==> src/rtl/serial_code_rx.sv <==
module serial_code_rx #(
  parameter int SYNC_STAGES = 2
) (
  input  logic       clk,
  input  logic       rst_n,
  input  logic       bclk_i,
  input  logic       sdata_i,
  input  logic       frame_i,
  input  logic [1:0] mode_i,
  output logic [4:0] word_o,
  output logic       valid_o
);
  localparam int TOP = SYNC_STAGES;

  logic [TOP:0] bclk_sr, sd_sr, fr_sr;
  logic [4:0]   hist;
  logic [4:0]   word_nxt;
  logic         bclk_fall, frame_fall;

  always_ff @(posedge clk) begin
    if (!rst_n) begin
      bclk_sr <= '1;
      sd_sr   <= '0;
      fr_sr   <= '0;
    end else begin
      bclk_sr <= {bclk_sr[TOP-1:0], bclk_i};
      sd_sr   <= {sd_sr[TOP-1:0], sdata_i};
      fr_sr   <= {fr_sr[TOP-1:0], frame_i};
    end
  end

  assign bclk_fall  = bclk_sr[TOP] & ~bclk_sr[TOP-1];
  assign frame_fall = fr_sr[TOP] & ~fr_sr[TOP-1];

  always_ff @(posedge clk) begin
    if (!rst_n)         hist <= '0;
    else if (bclk_fall) hist <= {hist[3:0], sd_sr[TOP-1]};
  end

  always_comb begin
    case (mode_i)
      2'b00:   word_nxt = {1'b0, hist[3:0]};
      2'b01:   word_nxt = {2'b00, hist[3:1]};
      2'b10:   word_nxt = {3'b000, hist[3:2]};
      default: word_nxt = hist;
    endcase
  end

  always_ff @(posedge clk) begin
    if (!rst_n) begin
      word_o  <= '0;
      valid_o <= 1'b0;
    end else begin
      valid_o <= frame_fall;
      if (frame_fall) word_o <= word_nxt;
    end
  end
endmodule


==> config.mk <==
export PLATFORM = sky130hd
export DESIGN_NAME = serial_code_rx
export DESIGN_NICKNAME = d
export VERILOG_FILES = /design/src/rtl/serial_code_rx.sv
export SDC_FILE = /design/constraint.sdc
export NUM_CORES = 1
export LEC_CHECK = 0
export BUFFER_PORTS_ARGS = -buffer_cell sky130_fd_sc_hd__buf_2
export CAP_MARGIN = 20
export CELL_PAD_IN_SITES_DETAIL_PLACEMENT = 0
export CELL_PAD_IN_SITES_GLOBAL_PLACEMENT = 1
export CORE_MARGIN = 4
export CORE_UTILIZATION = 42
export DETAILED_ROUTE_END_ITERATION = 10
export PLACE_DENSITY_LB_ADDON = 0.25
export SLEW_MARGIN = 10
export SYNTH_ARGS = -nofsm -noshare
export SYNTH_HDL_FRONTEND = slang
export SYNTH_SLANG_ARGS = --single-unit
==> constraint.sdc <==
create_clock -name clk -period 2.75 [get_ports clk]
set_clock_uncertainty 0.1 [all_clocks]
set_input_delay 0.55 -clock clk [delete_from_list [all_inputs] [get_ports clk]]
set_output_delay 0.55 -clock clk [all_outputs]
set_load 0.02 [all_outputs]
==> summary.md <==
| Metric | Value |
|---|---|
| Final Hold Viols | 0 |
| Vias in the first global route | 387 |
| Area share of the largest cell type after synthesis | 57.04% |
| Die area | 2289 µm² |
| Total of max-cap violations | 0 |
| Period utilization | 52.06% |
| Number of iterations in the first detailed-routing pass | 4 |
| Cell variety after synth | 18 |
| Most frequent cells after synthesis | 19 x dfxtp_1, 7 x nor2b_1, 6 x and2_1, 5 x mux2i_1 |
| Routed vias/inst | 5.000 |
| Critical R2R Launch | fr_sr[2]$_SDFF_PN0_ |
| All-Layer GR Usage | 11.33% |
| Endpoints failing setup | 0 |
| Number of instances in the synthesized netlist | 63 |
| Layout overhead on the synthesized area | 14.45% |
| Capturing point of the worst reg2reg path | word_o[0]$_SDFFE_PN0P_ |
| Summed instance area of the synthesized netlist | 666.9 µm² |
| Number of remaining DRC errors | 0 |
| Number of buffers inserted to repair setup after CTS | 0 |
| Run status | completed |
| Achievable frequency | 698.5 MHz |
| Wire per inst | 10.80 µm |
| Worst voltage drop across the vdd grid | 0.2565 mV |
| Slew @ Worst Pin | 0.3415 ns |
| Most used flip-flop cell after synthesis | dfxtp_1 |
| Clock share of power | 30.2% |
| Largest fanout on the critical path | 2 |
| Post-route setup TNS | 0 ns |
| IO Pins | 13 |
| Number of synthesized register bits | 19 |
| Share of synthesized area occupied by flip-flops and latches | 57.04% |
| Starting Density | 44.27% |
| Internal power summed over all cells | 350.8 µW |
| Cell Rows | 14 |
| Wire length of the first global-routing pass | 1711 µm |
| Total power density per cell area | 583.3 nW/µm² |
| Area leader, netlist | dfxtp_1 |
| Clock slew at the register clock pins of the worst setup and hold paths | 0.10 ns |
| Mapped Nets | 70 |
| Category of the worst setup path launch point | flip-flop |
| Switching share of total power | 21.21% |
| Kind of path behind the tightest hold check | flip-flop to flip-flop |
| Number of cells on the worst reg-to-reg path | 3 |
| Critical path required time | 2.10 ns |
| Largest cells by area after synthesis | dfxtp_1 57%, mux2i_1 7.5%, nor2b_1 6.6% |
| Total number of H-tree levels | 1 |
| Number of buffers inserted by port buffering | 12 |
| Switching pwr | 94.43 µW |
| Leakage power summed over all cells | 0.0003399 µW |
| Post-route ant nets | 0 |
| Total of warnings raised by yosys | 0 |
| Latest clock arrival within the worst-skew pair | 0.29 ns |
| Place WS | 1.292 ns |
| Die width | 47.85 µm |
| Largest net degree at the start of global routing | 20 |
| Maximum clock insertion buffer count | 2 |
| Crit path buffers/inverters | 1 |
| Area of the core | 1506 µm² |
| Critical path, cell by cell | buf_2 |
| Cell at the slowest stage of the critical path | dfxtp_1 |
| Starting DRT DRC Count | 7 |
| Proportion of register bits with asynchronous set or reset after synthesis | 0% |
| Type of element capturing the critical path | output pin |
| Final weighted congestion in routability-driven placement | 0.6585 |
| Number of max-slew violations in the final report | 0 |
| Post-route worst setup slack | 1.318 ns |
| Most common cell in the netlist | dfxtp_1 |
| Crit path to | word_o[1] |
| Number of nets in the finished design | 85 |
| Final critical path time including I/O delays and setup | 1.432 ns |
| Overflow left after global routing | 0 |
| Vert. Die Dim | 47.85 µm |
| Sequential share of power | 63.7% |
| TritonCTS sink count | 19 |
| Antenna violations before repair | 0 |
| Post-synth EDFFs | 0 |
| TritonCTS Buffers | 3 |
| Headroom to the max-slew limit | 77.07% |
| Crit path kind | flip-flop to output pin |
| Proportion of layout cells with a drive suffix above 1 | 19.48% |
| Post-cts repair resize count | 0 |
| RSZ-0062 raised after global routing | false |
| Filler Cell Count | 151 |
| Reg area | 380.4 µm² |
| Worst setup startpoint | word_o[1]$_SDFFE_PN0P_ |
| Detailed Route WL | 1004 µm |
| Via count | 465 |
| Antenna diode instance count | 0 |
| Depth of the critical timing path with buffers and inverters included | 1 |
| Multi-input logic area | 276.5 µm² |
| Share of power burned in combinational logic | 6.1% |
| Arrival time of data at the critical path endpoint | 0.78 ns |
| Average instance area after synthesis | 10.59 µm² |
| Maximum single-stage delay on the critical path | 0.34 ns |
| Hold buffer count at CTS | 0 |
| Cell family with most CP delay | flip-flops |
| CTS tree | done |
| Clock tree root driver cell | clkbuf_4 |
| Setup slack, reg-to-reg | 1.58 ns |
-- metal layers --
metal	GRT usage [%]	wire, µm	up-vias
li1	-	-	241
met1	15.99	532	207
met2	13.46	384	12
met3	4.511	60	5
met4	8.065	27	0
met5	0	0	-
-- area by class of cell --
type | instances | area share (%)
multi-input cells | 42 | 36.23
clock buffers | 4 | 3.443
flip-flops and latches | 19 | 49.84
well taps | 16 | 2.623
repair buffers | 12 | 7.869
-- how the worst min path moves through the flow --
stage / startpoint / endpoint / slack (ns) / cells after the start
global route: bclk_i / bclk_sr[0]$_SDFF_PN1_ / 0.32 / 2
global placement: bclk_sr[0]$_SDFF_PN1_ / bclk_sr[1]$_SDFF_PN1_ / 0.29 / 1
detailed placement: bclk_sr[0]$_SDFF_PN1_ / bclk_sr[1]$_SDFF_PN1_ / 0.30 / 1
floorplan: bclk_sr[0]$_SDFF_PN1_ / bclk_sr[1]$_SDFF_PN1_ / 0.29 / 1
finish: bclk_sr[0]$_SDFF_PN1_ / bclk_sr[1]$_SDFF_PN1_ / 0.32 / 1
CTS: bclk_sr[0]$_SDFF_PN1_ / bclk_sr[1]$_SDFF_PN1_ / 0.32 / 1
-- cells in the final DEF (no fill, tap or decap) --
cell type and count:
a21boi_0 1, a21boi_1 1, a21oi_1 2, a221oi_1 3, and2_1 6, and2b_1 1, buf_2 12, clkbuf_1 1
clkbuf_4 3, dfxtp_1 19, mux2i_1 5, nand2_1 4, nand2b_1 4, nand3_1 1, nand4_1 1, nor2_1 1
nor2b_1 7, o21ai_0 3, or2b_1 1, xnor2_1 1
-- stage by stage --
stage | util, % | instances | hold slack (ns) | total power, µW | cell area (µm²)
3_5_place_dp | 48.92 | 89 | 0.2950 | 317.5 | 737.0
2_1_floorplan | - | 63 | 0.2863 | 307.5 | 666.9
6_report | 50.66 | 93 | 0.3158 | 445.2 | 763.2
5_1_grt | 50.66 | 93 | 0.3166 | 474.1 | 763.2
3_3_place_gp | 48.92 | 89 | 0.2885 | 317.0 | 737.0
4_1_cts | 50.66 | 93 | 0.3199 | 451.9 | 763.2
-- cells by family after synthesis --
| logic type | synth area share, % |
|---|---|
| buffers and inverters | 1.501 |
| xor gates and xnor gates | 1.314 |
| and+or+nand+nor | 22.70 |
| muxes | 7.505 |
| AOI/OAI and AO/OA | 9.945 |
| DFF | 57.03 |
-- registers in the layout (all words and copies together), names as in the netlist --
register and cells:
valid_o 1, fr_sr 3, hist 5, bclk_sr 3, sd_sr 2, word_o 5
-- power by group through the flow --
| stage | clock (µW) | combinational (µW) | sequential [µW] |
|---|---|---|---|
| global placement | 0 | 27.1 | 290 |
| CTS | 141 | 27.6 | 284 |
| detailed placement | 0 | 27.5 | 290 |
| finish | 134 | 27.4 | 284 |
| floorplan | 0 | 15.7 | 292 |
| global route | 159 | 31.2 | 284 |
Power figures use the tool's default switching activity.
